**src/rtl/asp_pkg.sv**
```systemverilog
// Shared types and helpers for the asynchronous serial port.
// Assumes: character width of at most 8 bits, frames of at most 13 bits.
package asp_pkg;

    localparam int DATA_W  = 8;
    localparam int FRAME_W = 13;   // start + 8 data + marker + parity + 2 stop
    localparam int RXBIT_W = 12;   // frame bits after the start bit

    typedef struct packed {
        logic [DATA_W-1:0] data;
        logic              mp;
        logic              perr;
        logic              ferr;
        logic              oerr;
    } rx_entry_t;

    // Clocks per bit for a divide-mode code
    function automatic logic [6:0] div_ratio(input logic [1:0] mode);
        case (mode)
            2'b00:   return 7'd1;
            2'b01:   return 7'd16;
            default: return 7'd64;
        endcase
    endfunction

    // Parity bit enabled for a parity-mode code
    function automatic logic par_enabled(input logic [1:0] mode);
        return mode == 2'b01 || mode == 2'b10;
    endfunction

    // Total frame length in bits including the start bit
    function automatic logic [3:0] frame_len(input logic len8, input logic mp,
                                             input logic par, input logic two);
        return 4'd1 + (len8 ? 4'd8 : 4'd7) + {3'b0, mp} + {3'b0, par}
               + (two ? 4'd2 : 4'd1);
    endfunction

endpackage

```
**src/rtl/asp_tx.sv**
```systemverilog
// Transmit path: a holding register feeding a frame shift register.
// Assumes: configuration is stable while a frame is in flight.
module asp_tx
    import asp_pkg::*;
(
    input  logic              clk,
    input  logic              rst_n,
    input  logic              cfg_len8,
    input  logic              cfg_mp_en,
    input  logic              cfg_two_stop,
    input  logic [1:0]        cfg_parity,
    input  logic [1:0]        cfg_div,
    input  logic              wr,
    input  logic [DATA_W-1:0] wdata,
    input  logic              wmp,
    output logic              hold_empty,
    output logic              txd,
    output logic              load,
    output logic              busy
);

    logic              hold_full;
    logic [DATA_W-1:0] hold_d;
    logic              hold_mp;
    logic [FRAME_W-1:0] shreg;
    logic [FRAME_W-1:0] frame;
    logic [3:0]        left;
    logic [6:0]        cnt;
    logic [6:0]        ratio;
    logic              par_on;
    logic              last_cyc;

    assign ratio      = div_ratio(cfg_div);
    assign par_on     = par_enabled(cfg_parity);
    assign last_cyc   = busy && cnt == 7'd0 && left == 4'd0;
    assign load       = hold_full && (!busy || last_cyc);
    assign hold_empty = !hold_full;
    assign txd        = shreg[0];

    // Assemble the frame for the held character
    always_comb begin
        logic [3:0] pos;
        logic       ones;
        frame    = '1;
        frame[0] = 1'b0;
        pos      = 4'd1;
        ones     = 1'b0;
        for (int i = 0; i < DATA_W; i++) begin
            if (i < DATA_W - 1 || cfg_len8) begin
                frame[pos] = hold_d[i];
                ones       = ones ^ hold_d[i];
                pos        = pos + 4'd1;
            end
        end
        if (cfg_mp_en) begin
            frame[pos] = hold_mp;
            ones       = ones ^ hold_mp;
            pos        = pos + 4'd1;
        end
        if (par_on) begin
            frame[pos] = (cfg_parity == 2'b01) ? ones : ~ones;
        end
    end

    // Shift the frame out, one bit every ratio clocks
    always_ff @(posedge clk) begin
        if (!rst_n) begin
            shreg <= '1;
            left  <= 4'd0;
            cnt   <= 7'd0;
            busy  <= 1'b0;
        end else if (load) begin
            shreg <= frame;
            left  <= frame_len(cfg_len8, cfg_mp_en, par_on, cfg_two_stop) - 4'd1;
            cnt   <= ratio - 7'd1;
            busy  <= 1'b1;
        end else if (busy) begin
            if (cnt == 7'd0) begin
                shreg <= {1'b1, shreg[FRAME_W-1:1]};
                cnt   <= ratio - 7'd1;
                if (left == 4'd0) busy <= 1'b0;
                else              left <= left - 4'd1;
            end else begin
                cnt <= cnt - 7'd1;
            end
        end
    end

    // Holding register: accept a write only when free
    always_ff @(posedge clk) begin
        if (!rst_n) begin
            hold_full <= 1'b0;
            hold_d    <= '0;
            hold_mp   <= 1'b0;
        end else if (load) begin
            hold_full <= 1'b0;
        end else if (wr && !hold_full) begin
            hold_full <= 1'b1;
            hold_d    <= wdata;
            hold_mp   <= wmp;
        end
    end

endmodule

```
**src/rtl/asp_rx.sv**
```systemverilog
// Receive path: start-bit check, centre sampling and frame decode.
// Assumes: rxd is already synchronised to clk; configuration is stable.
module asp_rx
    import asp_pkg::*;
(
    input  logic      clk,
    input  logic      rst_n,
    input  logic      cfg_len8,
    input  logic      cfg_mp_en,
    input  logic      cfg_two_stop,
    input  logic [1:0] cfg_parity,
    input  logic [1:0] cfg_div,
    input  logic      rxd,
    output logic      done,
    output rx_entry_t entry
);

    typedef enum logic [1:0] {S_IDLE, S_START, S_BITS} rx_state_t;

    rx_state_t          state;
    logic [6:0]         cnt;
    logic [3:0]         idx;
    logic [RXBIT_W-1:0] bits;
    logic [RXBIT_W-1:0] nb;
    logic [6:0]         ratio;
    logic               par_on;
    logic [3:0]         need;
    logic [3:0]         dlen;
    logic [3:0]         par_pos;
    logic [3:0]         stop_pos;
    rx_entry_t          dec;

    assign ratio    = div_ratio(cfg_div);
    assign par_on   = par_enabled(cfg_parity);
    assign need     = frame_len(cfg_len8, cfg_mp_en, par_on, cfg_two_stop) - 4'd1;
    assign dlen     = cfg_len8 ? 4'd8 : 4'd7;
    assign par_pos  = dlen + {3'b0, cfg_mp_en};
    assign stop_pos = par_pos + {3'b0, par_on};

    // Decode the frame including the bit being sampled now
    always_comb begin
        logic ones;
        nb        = bits;
        nb[idx]   = rxd;
        dec.data  = {cfg_len8 & nb[7], nb[6:0]};
        dec.mp    = cfg_mp_en & nb[dlen];
        ones      = ^dec.data ^ dec.mp ^ nb[par_pos];
        dec.perr  = par_on && (ones != (cfg_parity == 2'b10));
        dec.ferr  = !nb[stop_pos] || (cfg_two_stop && !nb[stop_pos + 4'd1]);
        dec.oerr  = 1'b0;
    end

    // Frame sequencer: hunt, confirm start, then sample each bit
    always_ff @(posedge clk) begin
        if (!rst_n) begin
            state <= S_IDLE;
            cnt   <= 7'd0;
            idx   <= 4'd0;
            bits  <= '1;
            done  <= 1'b0;
            entry <= '0;
        end else begin
            done <= 1'b0;
            case (state)
                S_IDLE: if (!rxd) begin
                    idx <= 4'd0;
                    if (ratio == 7'd1) begin
                        state <= S_BITS;
                        cnt   <= 7'd0;
                    end else begin
                        state <= S_START;
                        cnt   <= {1'b0, ratio[6:1]} - 7'd1;
                    end
                end
                S_START: if (cnt == 7'd0) begin
                    if (!rxd) begin
                        state <= S_BITS;
                        cnt   <= ratio - 7'd1;
                    end else begin
                        state <= S_IDLE;
                    end
                end else begin
                    cnt <= cnt - 7'd1;
                end
                default: if (cnt == 7'd0) begin
                    bits <= nb;
                    cnt  <= ratio - 7'd1;
                    if (idx == need - 4'd1) begin
                        state <= S_IDLE;
                        done  <= 1'b1;
                        entry <= dec;
                    end else begin
                        idx <= idx + 4'd1;
                    end
                end else begin
                    cnt <= cnt - 7'd1;
                end
            endcase
        end
    end

endmodule

```
**src/rtl/asp_rx_fifo.sv**
```systemverilog
// Receive FIFO of characters with per-entry status; marks overrun on the newest entry.
// Assumes: pop is a one-cycle strobe; a pop on an empty FIFO is ignored.
module asp_rx_fifo
    import asp_pkg::*;
#(
    parameter int DEPTH = 4
) (
    input  logic      clk,
    input  logic      rst_n,
    input  logic      push,
    input  rx_entry_t pentry,
    input  logic      pop,
    output rx_entry_t head,
    output logic      avail,
    output logic      full,
    output logic [$clog2(DEPTH+1)-1:0] count
);

    localparam int AW = (DEPTH > 1) ? $clog2(DEPTH) : 1;
    localparam int CW = $clog2(DEPTH + 1);

    rx_entry_t       mem [DEPTH];
    logic [AW-1:0]   wp;
    logic [AW-1:0]   rp;
    logic [AW-1:0]   newest;
    logic            do_pop;
    logic            do_push;
    logic            ovr;

    assign full    = count == CW'(DEPTH);
    assign avail   = count != '0;
    assign do_pop  = pop && avail;
    assign do_push = push && (!full || do_pop);
    assign ovr     = push && full && !do_pop;
    assign newest  = (wp == '0) ? AW'(DEPTH - 1) : wp - AW'(1);
    assign head    = mem[rp];

    // Storage writes and overrun marking
    always_ff @(posedge clk) begin
        if (!rst_n) begin
            for (int i = 0; i < DEPTH; i++) mem[i] <= '0;
        end else begin
            if (do_push) mem[wp] <= pentry;
            if (ovr)     mem[newest].oerr <= 1'b1;
        end
    end

    // Pointer and occupancy tracking
    always_ff @(posedge clk) begin
        if (!rst_n) begin
            wp    <= '0;
            rp    <= '0;
            count <= '0;
        end else begin
            if (do_push) wp <= (wp == AW'(DEPTH - 1)) ? '0 : wp + AW'(1);
            if (do_pop)  rp <= (rp == AW'(DEPTH - 1)) ? '0 : rp + AW'(1);
            if (do_push && !do_pop)      count <= count + CW'(1);
            else if (do_pop && !do_push) count <= count - CW'(1);
        end
    end

endmodule

```
**src/rtl/async_serial_port.sv**
```systemverilog
// Top level of the asynchronous serial port: transmitter, receiver with input
// synchroniser, and receive FIFO. Assumes configuration changes only while idle.
module async_serial_port
    import asp_pkg::*;
#(
    parameter int FIFO_DEPTH  = 4,
    parameter int SYNC_STAGES = 2
) (
    input  logic       clk,
    input  logic       rst_n,
    input  logic       cfg_len8,
    input  logic       cfg_mp_en,
    input  logic       cfg_two_stop,
    input  logic [1:0] cfg_parity,
    input  logic [1:0] cfg_div,
    input  logic       tx_wr,
    input  logic [7:0] tx_data,
    input  logic       tx_mp,
    output logic       tx_hold_empty,
    output logic       txd,
    input  logic       rxd,
    input  logic       rx_rd,
    output logic       rx_avail,
    output logic [7:0] rx_data,
    output logic       rx_mp,
    output logic       rx_par_err,
    output logic       rx_frm_err,
    output logic       rx_ovr_err
);

    localparam int CW = $clog2(FIFO_DEPTH + 1);

    logic [SYNC_STAGES-1:0] rx_sync;
    logic                   rxd_s;
    logic                   tx_load;
    logic                   tx_busy;
    logic                   rx_push;
    rx_entry_t              rx_new;
    rx_entry_t              rx_head;
    logic                   fifo_full;
    logic [CW-1:0]          fifo_count;

    // Bring the asynchronous line into the clock domain
    always_ff @(posedge clk) begin
        if (!rst_n) rx_sync <= '1;
        else        rx_sync <= {rx_sync[SYNC_STAGES-2:0], rxd};
    end
    assign rxd_s = rx_sync[SYNC_STAGES-1];

    asp_tx u_tx (
        .clk, .rst_n, .cfg_len8, .cfg_mp_en, .cfg_two_stop, .cfg_parity, .cfg_div,
        .wr(tx_wr), .wdata(tx_data), .wmp(tx_mp),
        .hold_empty(tx_hold_empty), .txd(txd), .load(tx_load), .busy(tx_busy)
    );

    asp_rx u_rx (
        .clk, .rst_n, .cfg_len8, .cfg_mp_en, .cfg_two_stop, .cfg_parity, .cfg_div,
        .rxd(rxd_s), .done(rx_push), .entry(rx_new)
    );

    asp_rx_fifo #(.DEPTH(FIFO_DEPTH)) u_fifo (
        .clk, .rst_n, .push(rx_push), .pentry(rx_new), .pop(rx_rd),
        .head(rx_head), .avail(rx_avail), .full(fifo_full), .count(fifo_count)
    );

    assign rx_data    = rx_head.data;
    assign rx_mp      = rx_head.mp;
    assign rx_par_err = rx_head.perr;
    assign rx_frm_err = rx_head.ferr;
    assign rx_ovr_err = rx_head.oerr;

endmodule

```
**config.mk**
```make
export PLATFORM = sky130hd
export DESIGN_NAME = async_serial_port
export DESIGN_NICKNAME = d
export VERILOG_FILES = /design/src/rtl/asp_pkg.sv /design/src/rtl/asp_tx.sv /design/src/rtl/asp_rx.sv /design/src/rtl/asp_rx_fifo.sv /design/src/rtl/async_serial_port.sv
export SDC_FILE = /design/constraint.sdc
export NUM_CORES = 1
export LEC_CHECK = 0
export BUFFER_PORTS_ARGS = -buffer_cell sky130_fd_sc_hd__buf_2
export CORE_ASPECT_RATIO = 0.7
export CORE_MARGIN = 10
export CORE_UTILIZATION = 40
export DETAILED_ROUTE_END_ITERATION = 16
export PLACE_DENSITY_LB_ADDON = 0.05
export SETUP_SLACK_MARGIN = 0.02
export SLEW_MARGIN = 20
export SYNTH_ARGS = -nofsm -noshare
export SYNTH_HDL_FRONTEND = slang
export SYNTH_SLANG_ARGS = --single-unit
```
**constraint.sdc**
```tcl
create_clock -name clk -period 4.8 [get_ports clk]
set_clock_uncertainty 0.2 [all_clocks]
set_input_delay 0.48 -clock clk [delete_from_list [all_inputs] [get_ports clk]]
set_output_delay 0.48 -clock clk [all_outputs]
set_load 0.005 [all_outputs]
```
==> flow_summary.toml <==
[sta]
rsz0062_at_grt = "no"
drv_slew = 0
min_period_over_period_pct = 78.0
tightest_slew_ps = 909
slew_headroom_pct = 39.3
hold_violations = 0
worst_slack_ps = 1060
finalSetupTns_ps = 0
max_clock_freq_mhz = 267
finalSetupViolCount = 0
period_needed_ps = 3740

[final_layout]
drive_above_1_share_pct = 12.3
design_area_mm2 = 0.00805
diodes = 0
fin_cells = 1051
final_cell_mix = "nand2_1 (104), nor2_1 (102), dfxtp_1 (82), a21oi_1 (61), edfxtp_1 (48)"
layout_commonest_cell = "nand2_1"
area_growth_syn_to_layout_pct = 12.9
fin_nets = 858

[floorplan]
die_height_um = 132
start_util_pct = 41.2
io_pins = 36
rows = 40
fp.coreArea_mm2 = 0.0173
fp.dieW_um = 180
dieArea_mm2 = 0.0237

[synth]
ys_ff_latch = 130
synthDistinctLibCells = 67
synth.net_count = 840
yosysSeqAreaShare_pct = 43.2
async_reset_ff_share_pct = 0
ys_warn_count = 0
synth.avg_cell_area_um2 = 9.04
synthCells = 789
synth_edf_count = 48
synth_top_flop_cell = "dfxtp_1"
syn_area_mm2 = 0.00714

[clock_network]
cts_tree = "yes"
cts_resized = 0
h-tree-depth = 4
clockBufferDepth = 2
cts.sinks = 130
cts_setup_buffers = 0
clk_pin_slew_ps = 60
root_buffer = "clkbuf_16"
worst_skew_pair.late_latency_ps = 420
ctsHoldBuffers = 0
numCtsBuffers = 17

[global_route]
antenna_found_initial = 0
grt_max_degree = 54
overflow = 0
grt.total_usage_pct = 14.8
grt_pass1_wl_um = 29100
first_global_vias = 5586

[drt]
vias = 5756
via_per_inst = 5.48
first_iter_violations = 400
drcViolationCount = 0
firstDrtPassIters = 5
wl_per_cell_um = 16.9
postRouteAntennaNets = 0
drt_wl_total_um = 17800

[setup_path]
critPathKind = "primary input to flop"
crit_fanout = 19
setup.worst_path.start_class = "primary input"
worstPathArrival_ps = 3840
required_ps = 4890
end_kind = "flop"

[pwr]
power_density_mw_per_mm2 = 401
combPwrFrac_pct = 19.8
power.internal_mw = 2.31
switching_power_uw = 918
vdd_drop_max_mv = 0.188
seqPwrFrac_pct = 40.1
p_clk_share_pct = 40.1
p_leak_nw = 3.17
switching_share_pct = 28.4

[placement]
dpl.hpwl_um = 12600
dp_slack_ps = 590
placed_cell_area_mm2 = 0.00747
place_congestion = 0.830
dp_cells = 1019
place.port_buffers = 35

[worst_hold_path]
min_path_type = "primary input to flop"

[outcome]
status = "completed"

[run]
max_cap_violations = 0
==> per-layer routing <==
| metal | global-route usage, % | up-vias | share of wire, % |
|---|---|---|---|
| met4 | 3.80 | 0 | 0.79 |
| met1 | 20.9 | 2770 | 50 |
| met5 | 0 | - | 0 |
| li1 | - | 2818 | - |
| met3 | 3.87 | 12 | 6.5 |
| met2 | 21.8 | 156 | 42 |
==> layout make-up <==
| type | instances | area [um^2] |
|---|---|---|
| clock buffers | 21 | 440 |
| clock inverters | 11 | 140 |
| fillers | 1676 | 9260 |
| inverters | 41 | 154 |
| multi-input cells | 576 | 3730 |
| flip-flops and latches | 130 | 3080 |
| well taps | 231 | 289 |
| repair buffers | 41 | 220 |
==> Yosys cell counts, types with 4 or more instances <==
cell type | number | share of area (%)
a211oi_1 | 18 | 1.9
a21oi_1 | 61 | 4.3
a31oi_1 | 12 | 1.1
and2_1 | 11 | 0.96
buf_2 | 5 | 0.35
clkbuf_1 | 32 | 1.7
dfxtp_1 | 82 | 23
edfxtp_1 | 48 | 20
fa_1 | 4 | 1.1
ha_1 | 26 | 4.6
inv_1 | 40 | 2.1
mux2i_1 | 13 | 1.8
mux4_2 | 12 | 3.8
nand2_1 | 104 | 5.5
nand2b_1 | 8 | 0.70
nand3_1 | 31 | 2.2
nand3b_1 | 8 | 0.84
nor2_1 | 102 | 5.4
nor2b_1 | 6 | 0.53
nor3_1 | 9 | 0.63
nor3b_1 | 4 | 0.42
o211ai_1 | 9 | 0.95
o21ai_0 | 36 | 2.5
o311ai_0 | 6 | 0.74
xnor2_1 | 22 | 2.7
xor2_1 | 13 | 1.6
==> flip-flops by register name, indices dropped and copies added (netlist names), 3 cells and up, named ones only <==
register and flops:
u_tx.shreg 12, u_rx.cnt 7, u_tx.cnt 7, u_fifo.mem 48
u_tx.hold_d 8, u_rx.idx 4, u_rx.bits 12, u_tx.left 4
u_rx.entry 11, u_fifo.count 3
==> logic make-up after synthesis <==
family | count (synthesis) | synth area share (%)
xor gates and xnor gates | 37 | 4.93
muxes | 30 | 6.72
AOI/OAI and AO/OA | 171 | 14.9
adders and majority gates | 30 | 5.68
DFF | 130 | 43.2
buffers and inverters | 83 | 4.61
and+or+nand+nor | 308 | 20.0
==> worst max-delay path, stage by stage <==
cell and delay (ps):
buf_2 90, inv_1 40, ha_1 390, fa_1 450, inv_1 70, ha_1 160, inv_1 50, fa_1 370
xnor2_1 180, nor3b_1 250, xor2_1 220, xnor2_1 170, nand4_1 240, nor2_2 140, buf_4 260, mux2i_1 230
nor2_1 50
==> metrics by stage <==
stage | power (mW) | util [%] | hold WS [ps]
after floorplan | 1.78 | - | 186
after global placement | 1.94 | 43.1 | 196
after detailed placement | 1.96 | 43.1 | 199
after CTS | 3.26 | 46.5 | 28.3
after global routing | 3.40 | 46.5 | 56.3
final | 3.23 | 46.5 | 45.3
==> power by group through the flow <==
stage                     Sequential, mW  Combinational [mW]  Clock [mW]
after floorplan                     1.27               0.506           0
after detailed placement            1.32               0.642           0
final                               1.29               0.641        1.30
after global routing                1.31               0.724        1.36
after global placement              1.32               0.628           0
after CTS                           1.30               0.646        1.32
==> worst paths after layout <==
kind	from	endpoint	slack [ps]	cells past startpoint
setup / recovery	cfg_parity[0]	u_rx.entry[11]	1060	17
hold reg to reg	rx_sync[0]	rx_sync[1]	210	1
setup reg to reg	u_rx.idx[1]	u_rx.entry[2]	1320	10
hold / removal	rxd	rx_sync[0]	50	2
(Power assumes the default switching activity.)
